File: src/rtl/serial_rx_pkg.sv
package serial_rx_pkg;

  typedef enum logic [2:0] {
    ST_IDLE,
    ST_START,
    ST_DATA,
    ST_PAR,
    ST_STOP
  } rx_state_t;

  // Strobes from control to datapath
  typedef struct packed {
    logic divClear;
    logic takeData;
    logic takeParity;
    logic takeStop;
  } rx_strobe_t;

endpackage

File: src/rtl/serial_rx_dp.sv
module serial_rx_dp
  import serial_rx_pkg::*;
#(
  parameter int DATA_W     = 8,
  parameter int DIV        = 54,
  parameter int PARITY_ON  = 1,
  parameter int PARITY_ODD = 1
) (
  input  logic              clk,
  input  logic              rst,
  input  logic              rxIn,
  input  logic              fifoFull,
  input  rx_strobe_t        strobes,
  output logic              tick,
  output logic              rxBit,
  output logic              startEdge,
  output logic [DATA_W-1:0] outData,
  output logic              outValid,
  output logic              parityErr,
  output logic              frameErr,
  output logic              overrunErr
);

  localparam int CW = (DIV > 1) ? $clog2(DIV) : 1;
  localparam logic [CW-1:0] DIV_LAST = CW'(DIV - 1);
  localparam logic ODD_WANT = (PARITY_ODD != 0);

  logic rxMeta, rxSync, rxPrev;
  logic [CW-1:0] divCnt;
  logic [DATA_W-1:0] shiftReg;
  logic parBit;
  logic mismatch;
  logic stopOk;

  // Two-flop synchronizer plus edge history
  always_ff @(posedge clk) begin
    if (rst) begin
      rxMeta <= 1'b1;
      rxSync <= 1'b1;
      rxPrev <= 1'b1;
    end else begin
      rxMeta <= rxIn;
      rxSync <= rxMeta;
      rxPrev <= rxSync;
    end
  end

  assign rxBit     = rxSync;
  assign startEdge = rxPrev & ~rxSync;

  // Sample-enable divider
  assign tick = (divCnt == DIV_LAST);

  always_ff @(posedge clk) begin
    if (rst || strobes.divClear || tick) divCnt <= '0;
    else                                 divCnt <= divCnt + 1'b1;
  end

  // Data shift register, LSB arrives first
  always_ff @(posedge clk) begin
    if (rst) begin
      shiftReg <= '0;
      parBit   <= 1'b0;
    end else begin
      if (strobes.takeData)   shiftReg <= {rxSync, shiftReg[DATA_W-1:1]};
      if (strobes.takeParity) parBit   <= rxSync;
    end
  end

  generate
    if (PARITY_ON != 0) begin : g_par
      assign mismatch = ((^shiftReg) ^ parBit) != ODD_WANT;
    end else begin : g_nopar
      assign mismatch = 1'b0;
    end
  endgenerate

  assign stopOk = rxSync;

  // Result strobes, one cycle after the stop sample
  always_ff @(posedge clk) begin
    if (rst) begin
      outData    <= '0;
      outValid   <= 1'b0;
      parityErr  <= 1'b0;
      frameErr   <= 1'b0;
      overrunErr <= 1'b0;
    end else begin
      outValid   <= strobes.takeStop & stopOk & ~fifoFull;
      parityErr  <= strobes.takeStop & stopOk & mismatch;
      frameErr   <= strobes.takeStop & ~stopOk;
      overrunErr <= strobes.takeStop & stopOk & fifoFull;
      if (strobes.takeStop && stopOk && !fifoFull) outData <= shiftReg;
    end
  end

endmodule

File: src/rtl/serial_rx_ctrl.sv
module serial_rx_ctrl
  import serial_rx_pkg::*;
#(
  parameter int DATA_W    = 8,
  parameter int PARITY_ON = 1
) (
  input  logic       clk,
  input  logic       rst,
  input  logic       tick,
  input  logic       rxBit,
  input  logic       startEdge,
  output rx_strobe_t strobes
);

  localparam int BW = $clog2(DATA_W + 1);
  localparam logic [BW-1:0] BIT_LAST = BW'(DATA_W - 1);
  localparam logic [3:0] MID_SAMPLE = 4'd7;
  localparam logic [3:0] END_SAMPLE = 4'd15;

  rx_state_t state;
  logic [3:0] sampCnt;
  logic [BW-1:0] bitCnt;
  logic atBitEnd;

  assign atBitEnd = tick && (sampCnt == END_SAMPLE);

  always_comb begin
    strobes = '0;
    case (state)
      ST_IDLE: strobes.divClear   = startEdge;
      ST_DATA: strobes.takeData   = atBitEnd;
      ST_PAR:  strobes.takeParity = atBitEnd;
      ST_STOP: strobes.takeStop   = atBitEnd;
      default: strobes = '0;
    endcase
  end

  always_ff @(posedge clk) begin
    if (rst) begin
      state   <= ST_IDLE;
      sampCnt <= '0;
      bitCnt  <= '0;
    end else begin
      case (state)
        ST_IDLE: begin
          sampCnt <= '0;
          bitCnt  <= '0;
          if (startEdge) state <= ST_START;
        end
        ST_START: if (tick) begin
          if (sampCnt == MID_SAMPLE) begin
            sampCnt <= '0;
            state   <= rxBit ? ST_IDLE : ST_DATA;
          end else begin
            sampCnt <= sampCnt + 1'b1;
          end
        end
        ST_DATA: if (tick) begin
          sampCnt <= sampCnt + 1'b1;
          if (sampCnt == END_SAMPLE) begin
            if (bitCnt == BIT_LAST) state <= (PARITY_ON != 0) ? ST_PAR : ST_STOP;
            else                    bitCnt <= bitCnt + 1'b1;
          end
        end
        ST_PAR: if (tick) begin
          sampCnt <= sampCnt + 1'b1;
          if (sampCnt == END_SAMPLE) state <= ST_STOP;
        end
        ST_STOP: if (tick) begin
          sampCnt <= sampCnt + 1'b1;
          if (sampCnt == END_SAMPLE) state <= ST_IDLE;
        end
        default: state <= ST_IDLE;
      endcase
    end
  end

endmodule

File: src/rtl/serial_rx.sv
module serial_rx
  import serial_rx_pkg::*;
#(
  parameter int CLK_HZ     = 100_000_000,
  parameter int BAUD       = 115_200,
  parameter int DATA_W     = 8,
  parameter int PARITY_ON  = 1,
  parameter int PARITY_ODD = 1
) (
  input  logic              clk,
  input  logic              rst,
  input  logic              rxIn,
  input  logic              fifoFull,
  output logic [DATA_W-1:0] outData,
  output logic              outValid,
  output logic              parityErr,
  output logic              frameErr,
  output logic              overrunErr
);

  localparam int DIV_RAW = (CLK_HZ + 8 * BAUD) / (16 * BAUD);
  localparam int DIV     = (DIV_RAW < 1) ? 1 : DIV_RAW;

  rx_strobe_t strobes;
  logic tick, rxBit, startEdge;

  serial_rx_ctrl #(
    .DATA_W   (DATA_W),
    .PARITY_ON(PARITY_ON)
  ) u_ctrl (
    .clk      (clk),
    .rst      (rst),
    .tick     (tick),
    .rxBit    (rxBit),
    .startEdge(startEdge),
    .strobes  (strobes)
  );

  serial_rx_dp #(
    .DATA_W    (DATA_W),
    .DIV       (DIV),
    .PARITY_ON (PARITY_ON),
    .PARITY_ODD(PARITY_ODD)
  ) u_dp (
    .clk       (clk),
    .rst       (rst),
    .rxIn      (rxIn),
    .fifoFull  (fifoFull),
    .strobes   (strobes),
    .tick      (tick),
    .rxBit     (rxBit),
    .startEdge (startEdge),
    .outData   (outData),
    .outValid  (outValid),
    .parityErr (parityErr),
    .frameErr  (frameErr),
    .overrunErr(overrunErr)
  );

endmodule

File: config.mk
export PLATFORM = sky130hd
export DESIGN_NAME = serial_rx
export DESIGN_NICKNAME = d
export VERILOG_FILES = /design/src/rtl/serial_rx_pkg.sv /design/src/rtl/serial_rx_dp.sv /design/src/rtl/serial_rx_ctrl.sv /design/src/rtl/serial_rx.sv
export SDC_FILE = /design/constraint.sdc
export NUM_CORES = 1
export LEC_CHECK = 0
export CELL_PAD_IN_SITES_DETAIL_PLACEMENT = 1
export CELL_PAD_IN_SITES_GLOBAL_PLACEMENT = 1
export CORE_ASPECT_RATIO = 0.5
export CORE_MARGIN = 2
export CORE_UTILIZATION = 40
export CTS_BUF_LIST = sky130_fd_sc_hd__clkbuf_4 sky130_fd_sc_hd__clkbuf_8 sky130_fd_sc_hd__clkbuf_16
export DETAILED_ROUTE_END_ITERATION = 16
export GPL_TIMING_DRIVEN = 1
export PLACE_DENSITY_LB_ADDON = 0.12
export REMOVE_ABC_BUFFERS = 1
export SLEW_MARGIN = 10
export SYNTH_ARGS = -nofsm -noshare
export SYNTH_HDL_FRONTEND = slang
export SYNTH_SLANG_ARGS = --single-unit
File: constraint.sdc
create_clock -name clk -period 2.7 [get_ports clk]
set_input_delay 0.81 -clock clk [delete_from_list [all_inputs] [get_ports clk]]
set_output_delay 0.81 -clock clk [all_outputs]
set_load 0.005 [all_outputs]
After elaboration in Yosys (flattened, before gate mapping). Cells that the tools add are included.

Add/sub/neg operators: 3. Eq/ne operators: 20. Mux-type cells: 24. Bitwise logic cells: 10. Reductions and logical operators: 14.

Operators with widths (count): $mux 3 (10); $mux 4 (6); $ne 2x1->1 const B (11); $pmux 3 s5 (1); $pmux 4 s3 (1); $reduce_and 10->1 (1); $add 4x1->4 const B (2); $eq 4x3->1 const B (2); $pmux 4 s2 (1); $reduce_xor 8->1 (1); $add 6x1->6 const B (1); $and 1x1->1 (6); $eq 3x2->1 const B (2); $eq 6x6->1 const B (1); $eq 4x4->1 const B (1); $mux 1 (4); $reduce_and 4->1 (1); $eq 3x1->1 const B (1); $eq 3x3->1 const B (1); $logic_and 1x1->1 (3); $logic_not 3->1 (1); $not 1->1 (3); $reduce_and 3->1 (1); $reduce_bool 3->1 (1); other kinds (7) (8).

Register bits: 41. Bits of input ports: 4. Output and inout port bits: 12. Word-level logic and storage cells: 85.

Longest topological paths before layout.
Depth after elaboration: 5. Depth in mapped cells: 7. Mapped depth without buffers: 6.

By module. Synthesis repeated with hierarchy kept, for this count alone.

Cells, all modules: 189. Area total of the unflattened synthesis: 1829.3 um^2.

By module, submodules not included: serial_rx_dp (times used 1, cells each 109, area each 1136.1 um^2, sequential area each 600.6 um^2); serial_rx_ctrl (times used 1, cells each 80, area each 693.2 um^2, sequential area each 220.2 um^2).

Worst setup path after synthesis. No wires, ideal clock.

Path type: reg2reg. Start: reg u_dp.divCnt[0]. End: reg u_ctrl.bitCnt[3]. Arrival time: 1509 ps. Data required time: 2630 ps. Path slack: 1121 ps. Stages on the path, launching flop included: 6. Path through: dfxtp_1 -> ha_1 -> and4_4 -> nand3_4 -> or4_1 -> a21boi_1.

Longest elaborated chain between the ends: 3.

RTL lines: from (decl) (line serial_rx_dp.sv:29) `logic [CW-1:0] divCnt;`; from (signal assigned) (line serial_rx_dp.sv:56) `else divCnt <= divCnt + 1'b1;`; $eq 6x6->1 (line serial_rx_dp.sv:52) `assign tick = (divCnt == DIV_LAST);`; $ne 2x1->1 (no source line); $reduce_and 4->1 (no source line); to (signal assigned) (line serial_rx_ctrl.sv:62) `else bitCnt <= bitCnt + 1'b1;`; to (decl) (line serial_rx_ctrl.sv:22) `logic [BW-1:0] bitCnt;`.

Every way passes these cells. A chain may end at the register's enable or synchronous reset.

Worst setup path after layout.
Start: reg u_dp.outData[7]. End: out outData[7].

RTL lines: from (decl) (line serial_rx_dp.sv:17) `output logic [DATA_W-1:0] outData,`; from (signal assigned) (line serial_rx_dp.sv:93) `if (strobes.takeStop && stopOk && !fifoFull) outData <= shiftReg;`; to (decl) (line serial_rx.sv:14) `output logic [DATA_W-1:0] outData,`.

No word-level cell between the ends.

==> metrics.yaml <==
final_layout:
  multi_input_area_um2: 983
  seqCellArea_um2: 821
  final_cells: 277
  post_route_cells_drive_above_1_share: 0.123
  final_nets: 227
  area_delta_synth_final_pct: 15.3
  fill_cells: 527
  layout_commonest_cell: "dfxtp_1"
  n_antenna_cell: 0
  mostFrequentLayoutCells: "41 x dfxtp_1, 22 x nor2_1, 15 x clkdlybuf4s50_1"
grt:
  track_usage: 0.174
  grt_pass1_vias: 1456
  gr-total-overflow: 0
  antenna_found_initial: 0
  grt_pass1_wl_mm: 7.02
  grt_max_degree: 23
synth:
  ys_seq_elements: 41
  ys_warn_count: 0
  synth.distinct_cells: 55
  synthTopCellsByArea: "dfxtp_1 43%, mux2i_1 4.8%, nor2_1 4.4%, xnor2_1 3.7%, nand3_1 3.4%"
  synth-edff-count: 0
  yosysSeqAreaShare: 0.434
  async_flop_share: 0
  synth_top_flop_cell: "dfxtp_1"
  yosys.area.top_type_share: 0.434
  netlist_instances: 204
  yosys.area.top_type: "dfxtp_1"
  syn_area_mm2: 0.00189
  avgSynthCellArea_um2: 9.27
die:
  die_h_um: 52.6
  die_w_um: 101
  die_area_mm2: 0.00533
  io-pin-count: 16
  initial_core_util: 0.424
  rows: 17
  coreArea_mm2: 0.00447
sta:
  setup_viol: 0
  rsz0062_at_grt: "false"
  slew_headroom: 0.626
  layout_min_cycle_time_ps: 1960
  skew_ps: 9.31
  hold_violations: 0
  worstMarginPinSlew_ps: 553
  fin_setup_tns_ps: 0
  drv_slew: 0
  finalCritPeriodShare: 0.725
  max_freq_mhz: 511
detailed_routing:
  wirelength_mm: 4.17
  ant_nets: 0
  vias: 1497
  drt_iter0_drc: 72
  wl_per_cell_um: 15.1
  drc_errors: 0
  first_pass_iters: 4
  via_per_inst: 5.40
placement:
  globalplace.congestion: 0.802
  io_buffers: 15
  numPlacedInstances: 269
  dp_hpwl_mm: 3.00
power:
  power.share.combinational: 0.038
  p_clk_frac: 0.391
  powerDensity_mw_per_mm2: 497
  cellInternalPower_uw: 836
  ir_drop_v: 0.000204
  pwr-share-seq: 0.571
  power.leakage_uw: 0.000786
  p_sw_frac: 0.229
  switching_power_uw: 249
hold_path:
  hold_class: "register to register"
clock_network:
  htree_levels: 2
  cts_sinks: 41
  hold_buffers: 0
  clkLatencyLatePin_ps: 300
  cts_tree: "done"
  cts_buffers: 5
  postCtsSetupBuffers: 0
  clkTransAtPathRegs_ps: 80
  cts_resized: 0
  cts.path.max_buffers: 2
  cts_root_buf: "clkbuf_8"
setup_path:
  endpoint_kind: "primary output"
  slowest_delay_ps: 500
  crit_required_ps: 1890
  crit_chain: "clkdlybuf4s50_1"
  arrival_ps: 1150
  cp_top_family: "buffers and inverters"
  criticalPathCategory: "register to primary output"
  crit_buf_inv: 1
  worst_setup_path_start_kind: "register"
  crit_fanout: 2
  cp_slowest_cell: "clkdlybuf4s50_1"
run:
  maxCapViolations: 0
status:
  status: "finished, final reports clean"
-- area by class of cell --
cell class	count	area share
sequential	41	0.376
multi-input combinational	144	0.451
clock buffer	6	0.0378
inverter	8	0.0138
timing repair buffer	19	0.0826
clock inverter	2	0.00631
tap	57	0.0327
-- kinds of logic (layout without fill, tap and decap cells) --
| group | count (synthesis) | in the layout | share of synthesized area |
|---|---|---|---|
| muxes | 9 | 9 | 0.0476 |
| DFF | 41 | 41 | 0.434 |
| and+or+nand+nor | 76 | 76 | 0.236 |
| adders and majority gates | 4 | 4 | 0.0265 |
| buffers and inverters | 19 | 35 | 0.0463 |
| AOI/OAI and AO/OA | 43 | 43 | 0.147 |
| xor gates and xnor gates | 12 | 12 | 0.0628 |
-- synthesized netlist by cell type, drive strengths merged (2+ instances only) --
library cell and n:
dfxtp 41, nor2 22, nand3 14, o21ai 13, a21oi 11, mux2i 9, xnor2 8, buf 7
inv 7, nand2 6, clkbuf 4, ha 4, nand3b 4, nand4 4, nor3 3, or2 3
or3 3, xor2 3, a211oi 2, and4 2, nand2b 2, nor3b 2, nor4b 2, o22ai 2
o41ai 2, or3b 2
-- registers in the layout, summed over array words and instances (netlist names) --
name             flops
u_ctrl.bitCnt        4
u_ctrl.sampCnt       4
u_ctrl.state         3
u_dp.divCnt          6
u_dp.frameErr        1
u_dp.outData         8
u_dp.outValid        1
u_dp.overrunErr      1
u_dp.parBit          1
u_dp.parityErr       1
u_dp.rxBit           1
u_dp.rxMeta          1
u_dp.rxPrev          1
u_dp.shiftReg        8
-- power by group through the flow --
stage	clock, µW	combinational (µW)	sequential [µW]
2_1_floorplan	0	22.4	631
3_3_place_gp	0	40.8	633
3_5_place_dp	0	42.0	634
4_1_cts	443	42.2	619
5_1_grt	462	47.8	621
6_report	424	41.6	620
-- final timing paths --
check                             end                            from  slack (ps)  cells past startpoint
max                        outData[7]    u_dp.outData[7]$_SDFFE_PP0P_         740                      1
min             u_dp.rxBit$_SDFF_PP1_          u_dp.rxMeta$_SDFF_PP1_         420                      1
max reg2reg  u_dp.parBit$_SDFFE_PP0P_  u_ctrl.sampCnt[0]$_SDFFE_PP0P_         870                      5
min reg2reg     u_dp.rxBit$_SDFF_PP1_          u_dp.rxMeta$_SDFF_PP1_         420                      1
-- layer usage --
layer	share of wire	up-vias	GRT usage
li1	-	769	-
met1	0.51	710	0.223
met2	0.45	15	0.287
met3	0.030	3	0.0480
met4	0.0055	0	0.0541
met5	0	-	0
-- stage by stage --
stage,util,worst slack (ps),hold slack (ps),total power [µW],cell area [µm²]
floorplan,-,942,389,654,1830
global placement,0.467,521,397,674,2090
detailed placement,0.467,483,405,676,2090
CTS,0.489,731,421,1100,2180
global route,0.489,661,435,1130,2180
finish,0.489,743,420,1090,2180
No activity file was read; power rests on OpenSTA's default activity.
